==> config.mk <==
export PLATFORM = sky130hd
export DESIGN_NAME = xlat_buf
export DESIGN_NICKNAME = d
export VERILOG_FILES = /design/src/rtl/xlat_pkg.sv /design/src/rtl/xlat_entry.sv /design/src/rtl/xlat_victim.sv /design/src/rtl/xlat_buf.sv
export SDC_FILE = /design/constraint.sdc
export NUM_CORES = 2
export LEC_CHECK = 0
export ABC_AREA = 1
export BUFFER_PORTS_ARGS = -buffer_cell sky130_fd_sc_hd__buf_4
export CAP_MARGIN = 30
export CORE_MARGIN = 1.5
export CORE_UTILIZATION = 31
export DETAILED_ROUTE_END_ITERATION = 16
export HOLD_SLACK_MARGIN = 0.02
export SLEW_MARGIN = 20
export SYNTH_ARGS = -nofsm -noshare
export SYNTH_HDL_FRONTEND = slang
export SYNTH_HIERARCHICAL = 1
export SYNTH_SLANG_ARGS = --single-unit
==> constraint.sdc <==
create_clock -name clk_i -period 3.9 [get_ports clk_i]
set_clock_uncertainty 0.05 [all_clocks]
set_input_delay 0.39 -clock clk_i [delete_from_list [all_inputs] [get_ports clk_i]]
set_output_delay 0.39 -clock clk_i [all_outputs]
set_load 0.02 [all_outputs]
==> src/rtl/xlat_pkg.sv <==
package xlat_pkg;
  localparam int unsigned PERM_W  = 3;
  localparam int unsigned PERM_WR = 1;  // write-permission bit
  typedef logic [PERM_W-1:0] perm_t;
endpackage

==> src/rtl/xlat_entry.sv <==
module xlat_entry
  import xlat_pkg::*;
#(
  parameter int unsigned VPN_W = 20,
  parameter int unsigned PFN_W = 20
) (
  input  logic             clk_i,
  input  logic             rst_ni,
  input  logic             clr_i,
  input  logic             wr_i,
  input  logic [VPN_W-1:0] wr_vpn_i,
  input  logic [PFN_W-1:0] wr_pfn_i,
  input  perm_t            wr_perm_i,
  input  logic [VPN_W-1:0] lk_vpn_i,
  output logic             valid_o,
  output logic             lk_match_o,
  output logic             fill_match_o,
  output logic [PFN_W-1:0] pfn_o,
  output perm_t            perm_o
);
  logic [VPN_W-1:0] key_q;

  always_ff @(posedge clk_i or negedge rst_ni) begin
    if (!rst_ni) begin
      valid_o <= 1'b0;
      key_q   <= '0;
      pfn_o   <= '0;
      perm_o  <= '0;
    end else if (clr_i) begin
      valid_o <= 1'b0;
    end else if (wr_i) begin
      valid_o <= 1'b1;
      key_q   <= wr_vpn_i;
      pfn_o   <= wr_pfn_i;
      perm_o  <= wr_perm_i;
    end
  end

  assign lk_match_o   = valid_o && (key_q == lk_vpn_i);
  assign fill_match_o = valid_o && (key_q == wr_vpn_i);
endmodule

==> src/rtl/xlat_victim.sv <==
module xlat_victim #(
  parameter int unsigned DEPTH = 16,
  localparam int unsigned IDX_W = (DEPTH > 1) ? $clog2(DEPTH) : 1
) (
  input  logic             clk_i,
  input  logic             rst_ni,
  input  logic             flush_i,
  input  logic             alloc_i,   // new-page fill accepted
  input  logic [DEPTH-1:0] valid_i,
  output logic [DEPTH-1:0] sel_o
);
  logic [IDX_W-1:0] ptr_q;
  logic             full;

  assign full = &valid_i;

  always_comb begin
    sel_o = '0;
    if (full) begin
      sel_o[ptr_q] = 1'b1;
    end else begin
      for (int i = DEPTH - 1; i >= 0; i--) begin
        if (!valid_i[i]) sel_o = DEPTH'(1) << i;
      end
    end
  end

  always_ff @(posedge clk_i or negedge rst_ni) begin
    if (!rst_ni)              ptr_q <= '0;
    else if (flush_i)         ptr_q <= '0;
    else if (alloc_i && full) ptr_q <= (ptr_q == IDX_W'(DEPTH - 1)) ? '0 : ptr_q + 1'b1;
  end
endmodule

==> src/rtl/xlat_buf.sv <==
module xlat_buf
  import xlat_pkg::*;
#(
  parameter int unsigned DEPTH = 16,
  parameter int unsigned VPN_W = 20,
  parameter int unsigned PFN_W = 20,
  parameter int unsigned OFF_W = 12,
  localparam int unsigned PA_W = PFN_W + OFF_W
) (
  input  logic             clk_i,
  input  logic             rst_ni,
  input  logic             lk_valid_i,
  input  logic [VPN_W-1:0] lk_vpn_i,
  input  logic [OFF_W-1:0] lk_off_i,
  input  logic             lk_write_i,
  output logic             lk_hit_o,
  output logic             lk_miss_o,
  output logic             lk_fault_o,
  output logic [PA_W-1:0]  lk_paddr_o,
  output logic [2:0]       lk_perm_o,
  input  logic             fill_valid_i,
  input  logic [VPN_W-1:0] fill_vpn_i,
  input  logic [PFN_W-1:0] fill_pfn_i,
  input  logic [2:0]       fill_perm_i,
  input  logic             flush_i
);
  logic [DEPTH-1:0] valid, lk_match, fill_match, victim_sel, wr_en;
  logic [PFN_W-1:0] ent_pfn  [DEPTH];
  perm_t            ent_perm [DEPTH];
  logic             fill_ok, fill_dup;
  logic             any_match;
  logic [PFN_W-1:0] sel_pfn;
  perm_t            sel_perm;

  assign fill_ok  = fill_valid_i && !flush_i;
  assign fill_dup = |fill_match;

  for (genvar g = 0; g < DEPTH; g++) begin : g_ent
    assign wr_en[g] = fill_ok && (fill_dup ? fill_match[g] : victim_sel[g]);
    xlat_entry #(.VPN_W(VPN_W), .PFN_W(PFN_W)) i_ent (
      .clk_i       (clk_i),
      .rst_ni      (rst_ni),
      .clr_i       (flush_i),
      .wr_i        (wr_en[g]),
      .wr_vpn_i    (fill_vpn_i),
      .wr_pfn_i    (fill_pfn_i),
      .wr_perm_i   (fill_perm_i),
      .lk_vpn_i    (lk_vpn_i),
      .valid_o     (valid[g]),
      .lk_match_o  (lk_match[g]),
      .fill_match_o(fill_match[g]),
      .pfn_o       (ent_pfn[g]),
      .perm_o      (ent_perm[g])
    );
  end

  xlat_victim #(.DEPTH(DEPTH)) i_victim (
    .clk_i  (clk_i),
    .rst_ni (rst_ni),
    .flush_i(flush_i),
    .alloc_i(fill_ok && !fill_dup),
    .valid_i(valid),
    .sel_o  (victim_sel)
  );

  // keys are unique, so an OR of masked entries is the mux
  always_comb begin
    sel_pfn  = '0;
    sel_perm = '0;
    for (int i = 0; i < DEPTH; i++) begin
      sel_pfn  |= ent_pfn[i]  & {PFN_W{lk_match[i]}};
      sel_perm |= ent_perm[i] & {PERM_W{lk_match[i]}};
    end
  end

  assign any_match  = |lk_match;
  assign lk_fault_o = lk_valid_i && any_match && lk_write_i && !sel_perm[PERM_WR];
  assign lk_hit_o   = lk_valid_i && any_match && !lk_fault_o;
  assign lk_miss_o  = lk_valid_i && !any_match;
  assign lk_paddr_o = lk_hit_o ? {sel_pfn, lk_off_i} : '0;
  assign lk_perm_o  = lk_hit_o ? sel_perm : '0;
endmodule

==> parameters.txt <==
Parameter                              Value

Yosys
  Post-synthesis share of cell area spent on full adders, half adders and majority gates ... 0.00117
  Yosys reg bits ... 708
  Synthesized instance count ... 5728
  Average size of a mapped cell ... 7.46 um2
  Part of the Yosys area used for sequential elements ... 0.415
  Number of nets produced by synthesis ... 5813
  Number of warnings issued by yosys ... 6
  Unique cell type count in the Yosys netlist ... 34
  Fraction of synthesized area in multiplexers ... 0.125
  Total standard cell area after synthesis ... 42700 um2
  Synthesized-area fraction occupied by and/or/nand/nor cells ... 0.279
  Fraction of the mapped netlist area in compound gates ... 0.0613
  Largest family of logic cells by synthesized area ... simple AND/OR/NAND/NOR gates
  Area share of xor/xnor cells in the synthesized design ... 0.0133

Die
  Initial core utilization ... 0.312
  Io pins ... 119
  Total die area ... 140000 um2
  Row count ... 136
  Die height ... 374 um
  Core region area ... 137000 um2
  Die W ... 374 um

Global routing
  Number of antenna violations at the first check in global routing ... 3
  Overflow after GRT ... 0
  Overall track demand over capacity in global routing ... 0.199
  Via count of the first global-routing pass ... 34934
  Largest net degree at the start of global routing ... 150
  Wire length of the first global-routing pass ... 214000 um

Timing
  Worst hold-check slack ... 0.0584 ns
  Time the worst path needs with I/O delays and setup ... 3.72 ns
  Unrepaired setup endpoints after global routing ... false
  Count of final setup violators ... 0
  Setup total negative slack ... 0 ns
  Achievable Freq ... 0.269 GHz
  Final critical-path share of the clock period ... 0.954
  Number of pins exceeding their max-slew limit in the final report ... 0
  Hold Violations, Final ... 0
  Max transition margin ... 0.363
  Worst Max-Slew Pin Slew ... 0.956 ns

Min path
  Hold Path Class ... in -> reg

Route
  Average routed wire per standard cell ... 18.1 um
  Total Wirelength ... 141000 um
  Number of optimization iterations in the first detailed-route pass ... 6
  Drt via density ... 4.74
  Total number of vias ... 36772
  Violation count after the first detailed-route iteration ... 2951
  DRC errors left ... 0
  DRT antenna net count ... 0

Layout
  Final net count ... 5989
  Area growth syn-to-layout ... 14.7%
  Most frequent standard cell in the layout excluding fill and tap cells ... nand2_1
  Layout Cells excl Fill ... 7760
  Filler Cells Inserted ... 14273
  Finished Core Util ... 0.357
  Combined area of the multi-input logic cells ... 20700 um2
  Sequential cell area ... 17700 um2
  Fraction of layout instances using a drive strength above 1 ... 0.132
  Most frequent cells in the layout ... nand2_1 (2279), inv_1 (850), dfrtp_1 (708)

Clock tree
  H-tree lvl count ... 3
  CTS tree ... yes
  Post-CTS setup-driven buffer insertion count ... 0
  Clock buffer count from CTS ... 79
  Register clock-pin slew on the reported worst setup and hold paths ... 0.06 ns
  Clock latency on the worst-skew pair ... 0.67 ns
  Total clock sinks ... 708
  Root buffer selected by CTS ... clkbuf_16
  Largest buffer count on any clock path ... 3

Setup path
  Crit path largest cell delay ... 0.43 ns
  Maximum fanout along the worst path ... 22
  Endpoint kind of the worst setup timing path ... primary output
  Worst path cell trace ... inv_1, o21ai_0, nor2_1, nand2_1, nor2_1, nand2_1, nor2_4, buf_4, nand2_1, nand2_1, nor2_1, nand4_1, nor2_1, nor2_1, buf_4
  Required time of the critical path ... 3.46 ns
  Slowest library cell on the worst path ... buf_4
  Worst setup path class ... reg -> out
  Arrival time of the worst setup path ... 3.28 ns
  Kind of launch point of the worst setup path ... flip-flop
  Register-to-register path setup slack ... 0.64 ns
  Most numerous cell on the critical path ... nor2_1

Placement
  Input/output buffers ... 118
  Inst Count DP ... 7615
  Final weighted congestion in routability-driven placement ... 0.903
  HPWL after DPL ... 89900 um

Power
  Switching component of the power ... 4.67 mW
  Peak supply drop ... 0.361 mV
  Internal power component ... 12.6 mW
  Total power ... 17.2 mW
  Part of the total power dissipated in sequential elements ... 0.449
  Clock network fraction of design power ... 0.447
  Lkg Pwr ... 26.6 nW
  Pwr per Cell Area ... 352 nW/um2
  Proportion of total power due to net switching ... 0.271
  Comb pwr share ... 0.104

Flow run
  Maxcap violations ... 0

Run status
  Outcome ... finished clean
-- stage by stage --
step | worst slack (ns) | area (um2)
after floorplan | 1.49 | 42700
after global routing | 0.0360 | 49000
after global placement | 0.229 | 46400
after detailed placement | 0.194 | 46400
final | 0.180 | 49000
after CTS | 0.0693 | 49000
-- worst paths after layout --
kind / startpoint / endpoint / depth (start not counted)
max: g_ent[1].i_ent/key_q[10] / lk_paddr_o[15] / 15
min: fill_pfn_i[5] / g_ent[15].i_ent/pfn_o[5] / 2
max reg2reg: g_ent[14].i_ent/valid_o / g_ent[12].i_ent/key_q[13] / 16
min reg2reg: g_ent[15].i_ent/pfn_o[13] / g_ent[15].i_ent/pfn_o[13] / 1
max in group asynchronous: rst_ni / g_ent[9].i_ent/key_q[14] / 3
min in group asynchronous: rst_ni / g_ent[5].i_ent/pfn_o[8] / 2
-- critical path, delay by kind of cell (launching register included) --
kind            cells  cell delay (ns)
simple gates       11             1.29
buf+inv             3             0.80
flops               1             0.40
compound gates      1             0.10
-- registers in the layout, indices dropped and copies added, names as in the netlist --
name / flops
g_ent.i_ent/valid_o: 16
g_ent.i_ent/pfn_o: 320
i_victim/ptr_q: 4
g_ent.i_ent/key_q: 320
g_ent.i_ent/perm_o: 48
-- layout make-up --
type | instances | area share
well taps | 1794 | 0.0458
inverters | 852 | 0.0653
multi-input cells | 4014 | 0.422
diodes | 2 | 0.000102
clock buffers | 109 | 0.0457
flip-flops and latches | 708 | 0.362
repair buffers | 249 | 0.0520
clock inverters | 32 | 0.00751
-- logic make-up (layout without fill, tap and decap cells) --
group | Yosys count | count (layout)
buf+inv | 1006 | 1242
mux | 368 | 368
fa+ha+maj | 4 | 4
other cells | 0 | 2
simple gates | 3080 | 3080
xor+xnor | 65 | 65
flops | 708 | 708
compound gates | 497 | 497
-- synth_stat cells, drive strengths merged --
cell type / number / area share
a21boi: 10 / 0.0018
a21oi: 129 / 0.015
and3: 1 / 0.00015
buf: 90 / 0.025
clkbuf: 64 / 0.0056
dfrtp: 708 / 0.41
ha: 4 / 0.0012
inv: 852 / 0.075
mux2: 368 / 0.13
nand2: 2283 / 0.20
nand3: 99 / 0.012
nand3b: 1 / 0.00018
nand4: 55 / 0.0081
nor2: 622 / 0.055
nor3: 2 / 0.00023
nor3b: 1 / 0.00018
o21ai: 276 / 0.032
o22ai: 81 / 0.012
o31ai: 1 / 0.00018
or2: 16 / 0.0023
xnor2: 32 / 0.0066
xor2: 33 / 0.0068
-- metal layers --
metal | vias up | wire length, um | GRT usage
met5 | - | 13 | 0
met4 | 2 | 3910 | 0.0538
met3 | 227 | 9000 | 0.0339
met2 | 1047 | 63100 | 0.318
met1 | 17626 | 64600 | 0.276
li1 | 17870 | - | -
-- power groups by stage --
stage / Sequential (mW) / Combinational, mW / Clock (mW)
final: 7.75 / 1.79 / 7.70
after global routing: 7.78 / 1.99 / 8.14
after CTS: 7.75 / 1.79 / 7.85
after floorplan: 7.84 / 0.900 / 0
after detailed placement: 7.88 / 1.78 / 0
after global placement: 7.87 / 1.75 / 0
-- timing repair --
action | 4_1_cts | 5_1_grt
resized for setup | 0 | 1
hold endpoints to repair | 171 | 0
setup endpoints to repair | 0 | 2
hold buffers | 2 | 0
Note: power is estimated with default switching activity, not from simulation.
